`config.mk`:
```
export PLATFORM = sky130hd
export DESIGN_NAME = poll_bitcheck_ctrl
export DESIGN_NICKNAME = d
export VERILOG_FILES = /design/src/rtl/pbc_pkg.sv /design/src/rtl/pbc_phase_timer.sv /design/src/rtl/pbc_bitcheck.sv /design/src/rtl/pbc_phase_fsm.sv /design/src/rtl/poll_bitcheck_ctrl.sv
export SDC_FILE = /design/constraint.sdc
export NUM_CORES = 1
export LEC_CHECK = 0
export BUFFER_PORTS_ARGS = -buffer_cell sky130_fd_sc_hd__buf_2
export CAP_MARGIN = 10
export CORE_MARGIN = 2
export CORE_UTILIZATION = 30
export DETAILED_ROUTE_END_ITERATION = 10
export PLACE_DENSITY = 0.56
export SYNTH_ARGS = -nofsm -noshare
export SYNTH_HDL_FRONTEND = slang
export SYNTH_HIERARCHICAL = 1
export SYNTH_SLANG_ARGS = --single-unit
```
`constraint.sdc`:
```
create_clock -name clk -period 7.3 [get_ports clk]
set_input_delay 1.46 -clock clk [delete_from_list [all_inputs] [get_ports clk]]
set_output_delay 1.46 -clock clk [all_outputs]
set_load 0.03 [all_outputs]
```
`src/rtl/pbc_pkg.sv`:
```
package pbc_pkg;

  typedef enum logic [1:0] {
    PH_SLEEP = 2'd0,
    PH_START = 2'd1,
    PH_CHECK = 2'd2,
    PH_RECV  = 2'd3
  } phase_t;

  // Number of ticks spent asleep for a given setting.
  function automatic int unsigned sleep_ticks(input int unsigned val,
                                              input bit          ext,
                                              input int unsigned unit,
                                              input int unsigned factor);
    int unsigned mult;
    mult = ext ? factor : 1;
    return val * unit * mult;
  endfunction

  // An interval is acceptable when lo <= meas < hi.
  function automatic bit interval_ok(input int unsigned meas,
                                     input int unsigned lo,
                                     input int unsigned hi);
    return (meas >= lo) && (meas < hi);
  endfunction

  // A required count of zero behaves as one.
  function automatic int unsigned need_eff(input int unsigned need);
    return (need == 0) ? 1 : need;
  endfunction

endpackage

```
`src/rtl/pbc_phase_timer.sv`:
```
module pbc_phase_timer #(
  parameter int TGT_W       = 18,
  parameter int START_TICKS = 16
) (
  input  logic             clk,
  input  logic             rst_n,
  input  logic             tick,
  input  logic             clr,
  input  logic             in_sleep,
  input  logic             in_start,
  input  logic [TGT_W-1:0] target,
  output logic             sleep_done,
  output logic             start_done
);
  localparam int SW = $clog2(START_TICKS + 1);
  localparam int CW = (TGT_W > SW) ? TGT_W : SW;

  logic [CW-1:0] cnt_q;
  logic [CW:0]   cnt_inc;
  logic          running;

  assign cnt_inc = {1'b0, cnt_q} + 1'b1;
  assign running = in_sleep | in_start;

  assign sleep_done = in_sleep & tick & (cnt_inc >= (CW+1)'(target));
  assign start_done = in_start & tick & (cnt_inc >= (CW+1)'(START_TICKS));

  always_ff @(posedge clk or negedge rst_n) begin
    if (!rst_n)               cnt_q <= '0;
    else if (clr)             cnt_q <= '0;
    else if (tick && running) cnt_q <= cnt_inc[CW-1:0];
  end
endmodule

```
`src/rtl/pbc_bitcheck.sv`:
```
module pbc_bitcheck
  import pbc_pkg::*;
#(
  parameter int LIM_W = 6,
  parameter int NB_W  = 4
) (
  input  logic             clk,
  input  logic             rst_n,
  input  logic             tick,
  input  logic             data_in,
  input  logic             en,
  input  logic             clr,
  input  logic [LIM_W-1:0] lim_min,
  input  logic [LIM_W-1:0] lim_max,
  input  logic [NB_W-1:0]  need,
  output logic             pass,
  output logic             fail
);
  localparam int CNT_W = LIM_W + 1;

  logic             d_q;
  logic             edge_now;
  logic             armed_q;
  logic [CNT_W-1:0] cnt_q;
  logic [CNT_W-1:0] meas;
  logic [NB_W:0]    good_q;
  logic [NB_W:0]    good_inc;
  logic             judge;
  logic             ok;
  logic             timeout;

  assign edge_now = data_in ^ d_q;
  assign meas     = cnt_q + CNT_W'(tick);
  assign judge    = en & edge_now & armed_q;
  assign ok       = interval_ok(32'(meas), 32'(lim_min), 32'(lim_max));
  assign good_inc = good_q + 1'b1;
  assign timeout  = en & ~edge_now & tick & ((cnt_q + 1'b1) >= CNT_W'(lim_max));

  assign pass = judge & ok & (32'(good_inc) >= need_eff(32'(need)));
  assign fail = (judge & ~ok) | timeout;

  always_ff @(posedge clk or negedge rst_n) begin
    if (!rst_n) d_q <= 1'b0;
    else        d_q <= data_in;
  end

  always_ff @(posedge clk or negedge rst_n) begin
    if (!rst_n) begin
      cnt_q   <= '0;
      good_q  <= '0;
      armed_q <= 1'b0;
    end else if (clr) begin
      cnt_q   <= '0;
      good_q  <= '0;
      armed_q <= 1'b0;
    end else if (en) begin
      if (edge_now) begin
        cnt_q   <= '0;
        armed_q <= 1'b1;
        if (judge && ok) good_q <= good_inc;
      end else if (tick) begin
        cnt_q <= cnt_q + 1'b1;
      end
    end
  end
endmodule

```
`src/rtl/pbc_phase_fsm.sv`:
```
module pbc_phase_fsm
  import pbc_pkg::*;
(
  input  logic   clk,
  input  logic   rst_n,
  input  logic   force_rx,
  input  logic   off_cmd,
  input  logic   sleep_done,
  input  logic   start_done,
  input  logic   chk_pass,
  input  logic   chk_fail,
  output phase_t phase,
  output logic   phase_chg
);
  phase_t nxt;

  always_comb begin
    nxt = phase;
    unique case (phase)
      PH_SLEEP: if (force_rx) nxt = PH_RECV;
                else if (sleep_done) nxt = PH_START;
      PH_START: if (force_rx) nxt = PH_RECV;
                else if (start_done) nxt = PH_CHECK;
      PH_CHECK: if (force_rx || chk_pass) nxt = PH_RECV;
                else if (chk_fail) nxt = PH_SLEEP;
      PH_RECV:  if (off_cmd && !force_rx) nxt = PH_SLEEP;
      default:  nxt = PH_SLEEP;
    endcase
  end

  assign phase_chg = (nxt != phase);

  always_ff @(posedge clk or negedge rst_n) begin
    if (!rst_n) phase <= PH_SLEEP;
    else        phase <= nxt;
  end
endmodule

```
`src/rtl/poll_bitcheck_ctrl.sv`:
```
module poll_bitcheck_ctrl
  import pbc_pkg::*;
#(
  parameter int SLEEP_W     = 5,
  parameter int SLEEP_UNIT  = 1024,
  parameter int EXT_FACTOR  = 8,
  parameter int START_TICKS = 16,
  parameter int LIM_W       = 6,
  parameter int NB_W        = 4
) (
  input  logic               clk,
  input  logic               rst_n,
  input  logic               tick,
  input  logic               demod_in,
  input  logic [SLEEP_W-1:0] sleep_cnt,
  input  logic               sleep_ext,
  input  logic [LIM_W-1:0]   lim_min,
  input  logic [LIM_W-1:0]   lim_max,
  input  logic [NB_W-1:0]    good_need,
  input  logic               mode_n,
  input  logic               off_cmd,
  output logic               power_en,
  output logic               active,
  output logic               recv_mode
);
  localparam int MAX_SLEEP = ((1 << SLEEP_W) - 1) * SLEEP_UNIT * EXT_FACTOR;
  localparam int TGT_W     = $clog2(MAX_SLEEP + 1);

  phase_t           phase;
  logic             phase_chg;
  logic             sleep_done_w;
  logic             start_done_w;
  logic             chk_pass_w;
  logic             chk_fail_w;
  logic [TGT_W-1:0] sleep_tgt;

  assign sleep_tgt = TGT_W'(sleep_ticks(32'(sleep_cnt), sleep_ext,
                                        SLEEP_UNIT, EXT_FACTOR));

  pbc_phase_timer #(
    .TGT_W      (TGT_W),
    .START_TICKS(START_TICKS)
  ) u_timer (
    .clk       (clk),
    .rst_n     (rst_n),
    .tick      (tick),
    .clr       (phase_chg),
    .in_sleep  (phase == PH_SLEEP),
    .in_start  (phase == PH_START),
    .target    (sleep_tgt),
    .sleep_done(sleep_done_w),
    .start_done(start_done_w)
  );

  pbc_bitcheck #(
    .LIM_W(LIM_W),
    .NB_W (NB_W)
  ) u_check (
    .clk    (clk),
    .rst_n  (rst_n),
    .tick   (tick),
    .data_in(demod_in),
    .en     (phase == PH_CHECK),
    .clr    (phase_chg),
    .lim_min(lim_min),
    .lim_max(lim_max),
    .need   (good_need),
    .pass   (chk_pass_w),
    .fail   (chk_fail_w)
  );

  pbc_phase_fsm u_fsm (
    .clk       (clk),
    .rst_n     (rst_n),
    .force_rx  (~mode_n),
    .off_cmd   (off_cmd),
    .sleep_done(sleep_done_w),
    .start_done(start_done_w),
    .chk_pass  (chk_pass_w),
    .chk_fail  (chk_fail_w),
    .phase     (phase),
    .phase_chg (phase_chg)
  );

  assign power_en  = (phase != PH_SLEEP);
  assign active    = (phase == PH_CHECK) || (phase == PH_RECV);
  assign recv_mode = (phase == PH_RECV);
endmodule

```
* Word-level counts from Yosys, hierarchy flattened
Index checks and enable logic that the tools add are counted.
** Word-level totals
- Memories kept :: 0
- Register bits :: 34
- Latch bits :: 0
- Memory bits (read-only) :: 0
- Memory bits (writable) :: 0
- Output and inout port bits :: 3
** Cells by class
- Reductions and logical operators :: 17
- Divide/modulo/power cells :: 0
- Order comparisons :: 6
- Mux-type cells :: 23
- Multipliers :: 1
- Add/sub/neg operators :: 4
- Bitwise logic cells :: 18
- Equal/unequal tests :: 4
- Shifts and indexed selects :: 0
** Operators by type and width (number)
- 18-bit two-way mux :: 2
- 5-bit by 32-bit >= comparator with 1-bit output :: 1
- 7-bit two-way mux :: 4
- 5-bit two-way mux :: 4
- 18-bit by 1-bit adder with 19-bit output, second input constant :: 1
- 19-bit by 18-bit >= comparator with 1-bit output :: 1
- 19-bit by 5-bit >= comparator with 1-bit output, second input constant :: 1
- 7-bit by 6-bit >= comparator with 1-bit output :: 2
- 2-bit two-way mux :: 7
- 1-bit AND :: 12
- 2-bit nonzero test :: 5
- 5-bit by 4-bit multiplier with 8-bit output :: 1
- 4-bit two-way mux :: 2
- 2-bit case mux with 4 select lines :: 1
- 7-bit by 1-bit adder with 7-bit output :: 1
- 7-bit by 1-bit adder with 7-bit output, second input constant :: 1
- 7-bit by 6-bit < comparator with 1-bit output :: 1
- 5-bit by 1-bit adder with 5-bit output, second input constant :: 1
- 2-bit equality test, second input constant :: 2
- 1-bit logical AND :: 4
- 4-bit logical NOT :: 1
- 2-bit AND reduction :: 2
- 1-bit two-way mux :: 3
- 1-bit inverter :: 3
- 8 further kinds :: 10

* Logic depth before layout (Yosys ltp)
Gate-level depths: netlist (run 1).
- Word-level depth :: 12
- Depth in mapped cells :: 20

* Modules after synthesis
Netlist (run 1), hierarchy kept.
** Modules (own cells, without submodules)
- pbc_phase_timer :: instances 1, area an instance 1869.3 um^2, sequential area each 450.4 um^2, cells each 223
- pbc_bitcheck :: instances 1, area an instance 1415.1 um^2, sequential area each 350.3 um^2, cells each 156
- poll_bitcheck_ctrl :: instances 1, area an instance 187.7 um^2, sequential area each 0.0 um^2, cells each 28
- pbc_phase_fsm :: instances 1, area an instance 147.6 um^2, sequential area each 50.0 um^2, cells each 17

* Worst setup path before layout (run 1)
OpenSTA, ideal clock, no wires.
- Path kind :: input to register
- Start point :: input port tick
- End point :: register u_check.cnt_q[2]
- Library setup time :: 0.076 ns
- Data required time :: 7.224 ns
- Stages :: 16
- Slack :: 2.658 ns
- Arrival :: 4.566 ns
- Path buffers :: 1
- Cell sequence :: ha_1 ha_1 xor2_1 ha_1 a21o_1 a31oi_1 o211ai_2 nor4_2 a21boi_1 nor2_2 a221o_1 o2bb2ai_1 clkbuf_1 nor2b_1 o21ai_0 o21ai_1
** On the way
- Elaborated cells between the ends (all ways) :: 28
- Classes of those cells :: 1 x add/sub; 2 x order compare; 1 x eq/ne; 8 x mux; 11 x bitwise; 5 x reduce/logical
** RTL lines
- start: declaration :: RTL line poll_bitcheck_ctrl.sv:13 : input logic tick,
- 7-bit by 1-bit adder with 7-bit output * :: RTL line pbc_bitcheck.sv:33 : assign meas = cnt_q + CNT_W'(tick);
- 7-bit by 6-bit >= comparator with 1-bit output or 7-bit by 6-bit < comparator with 1-bit output (tied branches) :: RTL line pbc_pkg.sv:24 : return (meas >= lo) && (meas < hi);
- 1-bit logical AND * :: RTL line pbc_pkg.sv:24
- 1-bit AND * (2 in series) :: RTL line pbc_bitcheck.sv:39 : assign pass = judge & ok & (32'(good_inc) >= need_eff(32'(need)));
- net chk_pass_w :: RTL line poll_bitcheck_ctrl.sv:33 : logic chk_pass_w;
- 1-bit logical OR * :: RTL line pbc_phase_fsm.sv:24 : PH_CHECK: if (force_rx || chk_pass) nxt = PH_RECV;
- 2-bit two-way mux * :: RTL line pbc_phase_fsm.sv:24
- 2-bit case mux with 4 select lines * :: RTL line pbc_phase_fsm.sv:19 : unique case (phase)
- 2-bit != test * :: RTL line pbc_phase_fsm.sv:31 : assign phase_chg = (nxt != phase);
- net phase_chg :: RTL line poll_bitcheck_ctrl.sv:30 : logic phase_chg;
- 3-bit nonzero test (no source line) or 2-bit nonzero test (tied branches)
- 2-bit AND reduction (no source line)
- end signal: assignment :: RTL line pbc_bitcheck.sv:62 : cnt_q <= cnt_q + 1'b1;
- end: declaration :: RTL line pbc_bitcheck.sv:24 : logic [CNT_W-1:0] cnt_q;
The timed path passes the listed nets; every way through them passes the cells marked *.
A chain may end at the register's enable or synchronous reset.

* Worst setup path after layout (run 1)
Ends and elaborated chain as after synthesis.

==> results.yml, run 1 <==
clock_network:
  holdBufCountCts: 0
  clock-sinks: 34
  clk_pin_slew_ps: 60
  cts_tree: "yes"
  htreeDepth: 2
  clock_latency_ps: 270
  cts_made_buffers: 5
  clockBufferDepth: 2
  cts_resized: 0
  cts_root_buf: "clkbuf_16"
  cts_setup_buffers: 0
synth:
  muxShareOfSynthArea_pct: 2.11
  synth_flop_cell: "dfrtp_1"
  synth_top_family_by_area: "simple AND/OR/NAND/NOR gates"
  ys_top_cells_by_count: "ha_1, inv_1, dfrtp_1"
  yosysTopAreaCell: "dfrtp_1"
  yosys.area.top_type_share_pct: 23.5
  synthAdderAreaFrac_pct: 15.5
  yosys.area_share.simple_pct: 23.7
  synth_edf_count: 0
  ys_seq_area_share_pct: 23.5
  synth_cell_types: 72
  syn_inst: 424
  synth-compound-area-share_pct: 17.1
  synthArstFlopShare_pct: 100
  syn_area_mm2: 0.00362
  synth-seq-cells: 34
  synth.most_common_cell: "ha_1"
  synthTopCellsByArea: "dfrtp_1, ha_1, xnor2_1"
  synthXorXnorAreaFrac_pct: 10.9
  synth.avg_cell_area_um2: 8.54
  ys.warnings.count: 6
final_layout:
  drive_gt1_share_pct: 13.5
  finalNetCount: 524
  areaGrowthSynthToFinish_pct: 12.8
  n_antenna_cell: 0
  final_cells: 600
floorplanning:
  start_util_pct: 30.4
  die_w_um: 114
  die_h_um: 114
  core_mm2: 0.0119
  dieArea_mm2: 0.0130
  num_rows: 40
  io_pins: 31
detailed_routing:
  vias: 3016
  drt-initial-drc-count: 126
  dr.pass1.iters: 4
  drc_errors: 0
  ant_nets: 0
  viasPerCell: 5.03
  routed_wl_um: 7880
  wire_per_inst_um: 13.1
sta:
  fin_skew_ps: 5.07
  final_max_slew_viol_count: 0
  fin_setup_tns_ps: 0
  period_share_pct: 70.7
  min_period_ps: 5160
  fmax_mhz: 194
  hold-worst-slack_ps: 574
  rsz0062_at_grt: "false"
  hold_violations: 0
  relSlewSlack_pct: 47.6
  setup_viol: 0
  worst_slew_pin_slew_ps: 777
grt:
  grt-ovfl-total: 0
  track_usage_pct: 12.8
  antenna_found_initial: 0
  grt_pass1_vias: 2887
  grt_max_degree: 35
  grt_pass1_wl_um: 13600
worst_setup_path:
  worstSetupStartpointType: "input port"
  crit_family: "compound AO/OA/AOI/OAI gates"
  critPathMaxFanout: 21
  critPathSlowestCell: "nor4_2"
  worstPathCellList: "buf_2 > ha_1 > ha_1 > nand3_1 > xnor2_1 > ha_1 > a21oi_1 > o2111ai_2 > nor4_2 > a21boi_1 > nor2_2 > a221o_1 > o2bb2ai_2 > buf_4 > nand4b_1 > inv_1 > nand2_1 > o21ai_1"
  critPathKind: "in2reg"
  slowest_delay_ps: 400
  crit_top_cell: "ha_1"
  path_buf_inv: 3
  worst_setup_path_end_kind: "flop"
  critPathRequiredTime_ps: 7500
  cp_data_arrival_time_ps: 5360
pwr:
  power_leakage_nw: 1.92
  ir_drop_v: 0.000102
  power.density_mw_per_mm2: 144
placement:
  port_buffers: 30
  place_congestion: 0.778
  dp.cells: 592
  dp_hpwl_um: 6210
run_status:
  status: "finished clean"
min_path:
  hold_path.class: "reg2reg"
run:
  maxCapViolations: 0
[flip-flops by register name (all words and copies together), names as in the netlist]
register and count:
u_check/armed_q 1, u_check/cnt_q 7, u_check/d_q 1, u_check/good_q 5, u_fsm/phase 2, u_timer/cnt_q 18
[cell usage in the layout, fill, tap and decap left out, types with 3 or more instances in the layout]
cell and instances:
a211oi_1 8, a21o_1 4, a21oi_1 21, a22o_1 5, a31oi_1 4, and2_1 6
and3_1 6, and4_1 5, buf_2 30, clkbuf_16 5, conb_1 13, dfrtp_1 34
ha_1 44, inv_1 35, mux2_1 5, nand2_1 18, nand2b_1 6, nand3_1 14
nand3b_1 3, nand4_1 10, nor2_1 33, nor2b_1 16, nor3_1 6, nor4_1 3
o211ai_2 3, o21ai_0 15, or3_1 8, xnor2_1 27, xor2_1 16
[worst register-to-register path: stages, from the launching register on]
cell	delay (ps)
dfrtp_1	460
ha_1	280
nand3_2	320
nor4_4	560
and3_2	280
xor2_1	70
ha_1	290
and4_1	230
nand4_1	100
a2111o_1	360
o211ai_2	240
a211oi_1	140
o2bb2ai_2	410
buf_4	340
nand4b_1	180
inv_1	110
a22o_1	190
[cell type report]
class | count | area [um2]
inverters | 35 | 131
flip-flops and latches | 34 | 851
fillers | 1241 | 7830
repair buffers | 31 | 158
multi-input cells | 345 | 2560
well taps | 147 | 184
clock inverters | 2 | 60.1
clock buffers | 6 | 139
[path summary, 6_finish.rpt]
check	startpoint	to	slack, ps	depth (start not counted)
min in group asynchronous	rst_n	u_timer/cnt_q[5]	1260	1
max	tick	u_check/cnt_q[2]	2140	18
max in group asynchronous	rst_n	u_check/cnt_q[1]	5540	1
min reg2reg	u_check/armed_q	u_check/armed_q	570	2
min	u_check/armed_q	u_check/armed_q	570	2
max reg2reg	u_timer/cnt_q[0]	u_check/cnt_q[4]	2620	16
[power by group]
part           switching [mW]  internal, mW
combinational          0.0612        0.0410
sequential             0.0103         0.194
clock                  0.0771         0.205
total                   0.149         0.440
[logic make-up after synthesis]
| logic type | count (synthesis) |
|---|---|
| simple gates | 149 |
| flops | 34 |
| mux | 7 |
| xor+xnor | 44 |
| compound gates | 87 |
| buf+inv | 57 |
| other cells | 1 |
| fa+ha+maj | 45 |
[metal layers]
metal	part of all wire, %	up-vias	track usage (%)
li1	-	1558	-
met1	51	1415	17.9
met2	45	39	20.4
met3	2.7	4	1.81
met4	1.1	0	4.15
met5	0	-	0
[per-stage QoR]
stage	cell area, um2	total power [mW]	utilization, %	setup slack, ps
after floorplan	3660	0.277	-	2660
after global placement	3880	0.307	32.6	2050
after detailed placement	3880	0.311	32.6	1890
after CTS	4080	0.596	34.3	2150
after global routing	4080	0.621	34.3	1840
final	4080	0.589	34.3	2140
Power figures use the tool's default switching activity.
==> run 2: changes to the inputs <==
==> constraint.sdc (replaced) <==
create_clock -name clk -period 5.1 [get_ports clk]
set_input_delay 1.02 -clock clk [delete_from_list [all_inputs] [get_ports clk]]
set_output_delay 1.02 -clock clk [all_outputs]
set_load 0.03 [all_outputs]
==> run 2 against run 1 <==
- utilization barely moved
- routed wire length fell by 0.86%
- critical endpoint unchanged
- die area did not move
- non-clock buffer count rose by 1
- largest power group unchanged
==> results.yml, run 2 (same netlist as run 1, synthesis figures left out) <==
run_status:
  status: "finished clean"
detailed_routing:
  vias: 3036
  wl_met1_um: 3980
  ant_nets: 0
  routed_wl_um: 7810
  route.met3.wl_um: 187
  wire_per_inst_um: 13.0
  dr.pass1.iters: 4
  drc_errors: 0
  highest_layer: "met4"
  viasPerCell: 5.05
  wl_met2_um: 3540
  drt-initial-drc-count: 107
final_layout:
  largest_register_ffs: 18
  final_cells: 601
  areaGrowthSynthToFinish_pct: 12.9
  reg.largest.list: "u_timer/cnt_q x18, u_check/cnt_q x7, u_check/good_q x5"
  final_common_cell: "ha_1"
  finalNetCount: 525
  fillers: 1235
  final_cell_mix: "ha_1, inv_1, dfrtp_1"
  drive_gt1_share_pct: 13.7
  final-seq-area_um2: 851
  multi_input_area_mm2: 0.00256
  n_antenna_cell: 0
  regMostFlops: "u_timer/cnt_q"
clock_network:
  clock_latency_ps: 270
  clock-sinks: 34
  cts_setup_buffers: 0
  clockBufferDepth: 2
  cts_tree: "yes"
  holdBufCountCts: 0
  cts_made_buffers: 5
  cts_root_buf: "clkbuf_16"
  clk_pin_slew_ps: 60
  cts_resized: 0
  htreeDepth: 2
placement:
  place_congestion: 0.847
  dp.cells: 593
  port_buffers: 30
  dp_hpwl_um: 6170
sta:
  relSlewSlack_pct: 41.5
  fmax_mhz: 225
  fin_skew_ps: 8.80
  period_share_pct: 87.2
  hold_violations: 0
  rsz0062_at_grt: "false"
  min_period_ps: 4450
  hold-worst-slack_ps: 563
  worst_slew_pin_slew_ps: 869
  setup_viol: 0
  final_max_slew_viol_count: 0
  fin_setup_tns_ps: 0
min_path:
  hold_path.class: "reg2reg"
grt:
  antenna_found_initial: 0
  grt_pass1_vias: 2826
  grt-ovfl-total: 0
  grt_pass1_wl_um: 13500
  grt_max_degree: 35
  track_usage_pct: 12.6
floorplanning:
  num_rows: 40
  dieArea_mm2: 0.0130
  die_h_um: 114
  die_w_um: 114
  core_mm2: 0.0119
  io_pins: 31
  start_util_pct: 30.4
pwr:
  ir_drop_v: 0.000132
  power.density_mw_per_mm2: 204
  power_leakage_nw: 1.92
worst_setup_path:
  critPathMaxFanout: 13
  cp_data_arrival_time_ps: 4650
  critPathKind: "in2reg"
  worst_setup_path_end_kind: "flop"
  critPathRequiredTime_ps: 5300
  worstSetupStartpointType: "input port"
run:
  maxCapViolations: 0
-- run 2: changes by cell type in the layout (fill, tap and decap cells not counted), sizes merged --
cell / delta
buf: +1
clkbuf: -1
clkinv: +1
-- run 2: cell type report --
type                    count  area share, %
repair buffers             32           4.04
clock inverters             3           1.68
multi-input cells         345           62.7
clock buffers               5           3.06
well taps                 147           4.50
inverters                  35           3.21
flip-flops and latches     34           20.8
-- run 2: layer usage --
metal | vias to the layer above | global-route usage (%)
met3 | 6 | 1.33
met2 | 53 | 20.6
met1 | 1410 | 17.8
li1 | 1567 | -
met5 | - | 0
met4 | 0 | 3.50
-- run 2: critical path, stage by stage --
cell,delay [ps]
buf_2,200
ha_1,200
ha_1,230
nand3_1,100
xnor2_1,250
ha_1,300
a21oi_1,230
o2111ai_2,180
nor4_2,390
a21boi_1,280
nor2_2,60
a221o_1,350
o2bb2ai_2,230
nand4b_1,260
inv_1,190
nand2_1,70
o21ai_1,110
-- run 2: report_power, final --
group / switching (mW) / internal [mW]
logic: 0.0881 / 0.0586
clock network: 0.113 / 0.281
registers: 0.0147 / 0.278
total: 0.216 / 0.617
-- run 2: metrics by stage --
step | util [%] | setup slack, ps | area, um2 | power, mW
global route | 34.3 | 198 | 4090 | 0.880
CTS | 34.3 | 601 | 4090 | 0.844
detailed placement | 32.7 | 329 | 3890 | 0.445
floorplan | - | 898 | 3660 | 0.397
global placement | 32.7 | 508 | 3890 | 0.442
finish | 34.3 | 652 | 4090 | 0.833
-- run 2: path summary, 6_finish.rpt --
check | endpoint | depth (start not counted) | from | slack [ps]
min in group asynchronous | u_fsm/phase[0] | 1 | rst_n | 830
max in group asynchronous | u_timer/cnt_q[13] | 1 | rst_n | 3740
max reg2reg | u_check/cnt_q[2] | 16 | u_timer/cnt_q[0] | 1010
min | u_check/armed_q | 2 | u_check/armed_q | 560
max | u_check/cnt_q[2] | 17 | tick | 650
min reg2reg | u_check/armed_q | 2 | u_check/armed_q | 560
==> run 3: changes to the inputs <==
--- a/config.mk
+++ b/config.mk
@@ -13,5 +13,4 @@
 export PLACE_DENSITY = 0.56
 export SYNTH_ARGS = -nofsm -noshare
 export SYNTH_HDL_FRONTEND = slang
-export SYNTH_HIERARCHICAL = 1
 export SYNTH_SLANG_ARGS = --single-unit
==> run 3 against run 2 <==
- sequential power barely moved
- largest cell class unchanged
- setup slack better by 300 ps
- die area decreased by 6.1%
- sequential share of layout area rose by 1.5 points
- global-route usage fell by 0.15 points
- count of clock-buffer cells in the layout is 1 higher
- power down 6.3%
- highest routed layer unchanged
- largest power group unchanged
==> results.yml, run 3 <==
synth:
  synthXorXnorAreaFrac_pct: 13.1
  synth_edf_count: 0
  synthTopCellsByArea: "dfrtp_1, ha_1, xnor2_1"
  muxShareOfSynthArea_pct: 1.81
  yosysTopAreaCell: "dfrtp_1"
  ys_top_cells_by_count: "ha_1, dfrtp_1, xnor2_1"
  syn_inst: 381
  syn_area_mm2: 0.00339
  synthAdderAreaFrac_pct: 14.6
  synth_top_family_by_area: "simple AND/OR/NAND/NOR gates"
  synth.avg_cell_area_um2: 8.90
  ys.warnings.count: 0
  synth.most_common_cell: "ha_1"
  synth-compound-area-share_pct: 18.9
  synth_cell_types: 51
  ys_seq_area_share_pct: 25.1
  synth-seq-cells: 34
  synthArstFlopShare_pct: 100
  yosys.area_share.simple_pct: 20.3
  synth_flop_cell: "dfrtp_1"
  yosys.area.top_type_share_pct: 25.1
worst_setup_path:
  r2r_cells: 13
  crit_family: "compound AO/OA/AOI/OAI gates"
  slowest_delay_ps: 490
  worstPathCellList: "buf_2 > ha_1 > ha_1 > nand3_1 > xnor2_1 > ha_1 > a21o_1 > a21oi_1 > o21ai_0 > nor4_4 > o31a_1 > o31a_2 > buf_12 > a21oi_2"
  worstSetupEndpoint: "u_timer.cnt_q[12]"
  r2r-start: "u_timer.cnt_q[0]"
  path_buf_inv: 2
  worstSetupStartpointType: "input port"
  cp.depth: 14
  critPathMaxFanout: 18
  critPathSlowestCell: "o31a_2"
  cp_data_arrival_time_ps: 4300
  r2r-end: "u_timer.cnt_q[12]"
  worst_setup_path_end_kind: "flop"
  crit_start: "tick"
  critPathRequiredTime_ps: 5260
  reg2reg_slack_ps: 1250
  crit_top_cell: "ha_1"
  critPathKind: "in2reg"
pwr:
  power.density_mw_per_mm2: 205
  ir_drop_v: 0.000116
  power_leakage_nw: 1.69
  power_mw: 0.780
detailed_routing:
  wire_per_inst_um: 13.2
  routed_wl_um: 7150
  dr.pass1.iters: 4
  viasPerCell: 4.99
  ant_nets: 0
  drc_errors: 0
  drt-initial-drc-count: 123
  vias: 2706
final_layout:
  n_antenna_cell: 0
  final_cell_mix: "ha_1, dfrtp_1, xnor2_1"
  fillers: 1150
  areaGrowthSynthToFinish_pct: 12.2
  final_cells: 542
  largest_register_ffs: 18
  drive_gt1_share_pct: 21.1
  final_util_pct: 34.8
  fin_area_mm2: 0.00380
  regMostFlops: "u_timer.cnt_q"
  finalNetCount: 468
  final_common_cell: "ha_1"
  reg.largest.list: "u_timer.cnt_q x18, u_check.cnt_q x7, u_check.good_q x5"
floorplanning:
  die_w_um: 110
  dieArea_mm2: 0.0122
  core_mm2: 0.0109
  io_pins: 31
  start_util_pct: 31.0
  die_h_um: 110
  num_rows: 38
placement:
  place_area_mm2: 0.00365
  place_congestion: 0.813
  dp.cells: 534
  dp_hpwl_um: 5700
  port_buffers: 30
sta:
  hold_violations: 0
  worst_slew_pin_slew_ps: 954
  rsz0062_at_grt: "false"
  fin_skew_ps: 4.24
  period_share_pct: 81.2
  final_max_slew_viol_count: 0
  fin_setup_tns_ps: 0
  fmax_mhz: 241
  relSlewSlack_pct: 35.8
  setup_viol: 0
  min_period_ps: 4140
run_status:
  status: "finished clean"
clock_network:
  cts_made_buffers: 5
  clk_pin_slew_ps: 50
  cts_resized: 0
  htreeDepth: 2
  cts_setup_buffers: 0
  cts_root_buf: "clkbuf_16"
  clock_latency_ps: 280
  clock-sinks: 34
  cts_tree: "yes"
  clockBufferDepth: 2
  holdBufCountCts: 0
min_path:
  hold_depth: 2
  hold_path.class: "reg2reg"
run:
  maxCapViolations: 0
grt:
  antenna_found_initial: 0
  grt_pass1_vias: 2579
  grt_pass1_wl_um: 12100
  track_usage_pct: 12.5
  grt-ovfl-total: 0
  grt_max_degree: 35
==> run 3: cell types whose count changed after synthesis, moves of 5 or more <==
cell / change
a21oi_2: +30
nor2_1: -15
nor2b_1: -13
inv_1: -12
nand3_1: +9
or3_1: -8
a21oi_1: -7
a211oi_1: -6
ha_1: -6
nor3_1: +6
a22o_1: -5
buf_2: +5
mux2_1: -5
==> run 3: worst min path at each step <==
stage                     slack [ps]             from              end
after global placement           510  u_check.armed_q  u_check.armed_q
after CTS                        530  u_check.armed_q  u_check.armed_q
final                            530  u_check.armed_q  u_check.armed_q
after global routing             550  u_check.armed_q  u_check.armed_q
after detailed placement         520  u_check.armed_q  u_check.armed_q
after floorplan                  490  u_check.armed_q  u_check.armed_q
==> run 3: layout make-up <==
class | count | area [um2] | share of cell area, %
multi-input combinational | 304 | 2340 | 61.6
sequential | 34 | 851 | 22.4
timing repair buffer | 33 | 198 | 5.20
tap | 140 | 175 | 4.60
clock buffer | 6 | 139 | 3.65
inverter | 23 | 86.3 | 2.27
clock inverter | 2 | 12.5 | 0.329
==> run 3: cell families after synthesis <==
| group | Yosys count |
|---|---|
| AND/OR/NAND/NOR | 119 |
| adder cells (fa/ha/maj) | 39 |
| other | 2 |
| XOR/XNOR | 50 |
| flip-flops | 34 |
| buffers and inverters | 44 |
| AO/OA/AOI/OAI | 87 |
| multiplexers | 6 |
==> run 3: worst reg2reg max path, cell delays in order (launching register included) <==
cell and delay [ps]:
dfrtp_1 500, ha_1 300, nand3_1 210, nor4_1 550
nand4_1 220, xnor2_1 190, ha_1 330, nand4_1 130
nor3_1 220, nand4_1 140, nand4_1 160, o31a_2 470
buf_12 250, a21oi_2 80
==> run 3: metrics by stage <==
| step | worst slack [ps] | hold slack (ps) |
|---|---|---|
| finish | 957 | 525 |
| global route | 652 | 554 |
| CTS | 902 | 530 |
| detailed placement | 618 | 517 |
| global placement | 758 | 513 |
| floorplan | 1410 | 485 |
==> run 3: metal layers <==
metal,vias up,global-route usage [%],part of all wire (%)
met3,11,1.12,2.4
met1,1271,16.7,48
li1,1392,-,-
met2,32,20.6,47
met4,0,5.18,2.3
met5,-,0,0
==> run 3: power by group <==
group	leakage, nW	internal [mW]	switching (mW)
clock network	0.0729	0.193	0.108
logic	1.15	0.0691	0.118
registers	0.464	0.278	0.0144
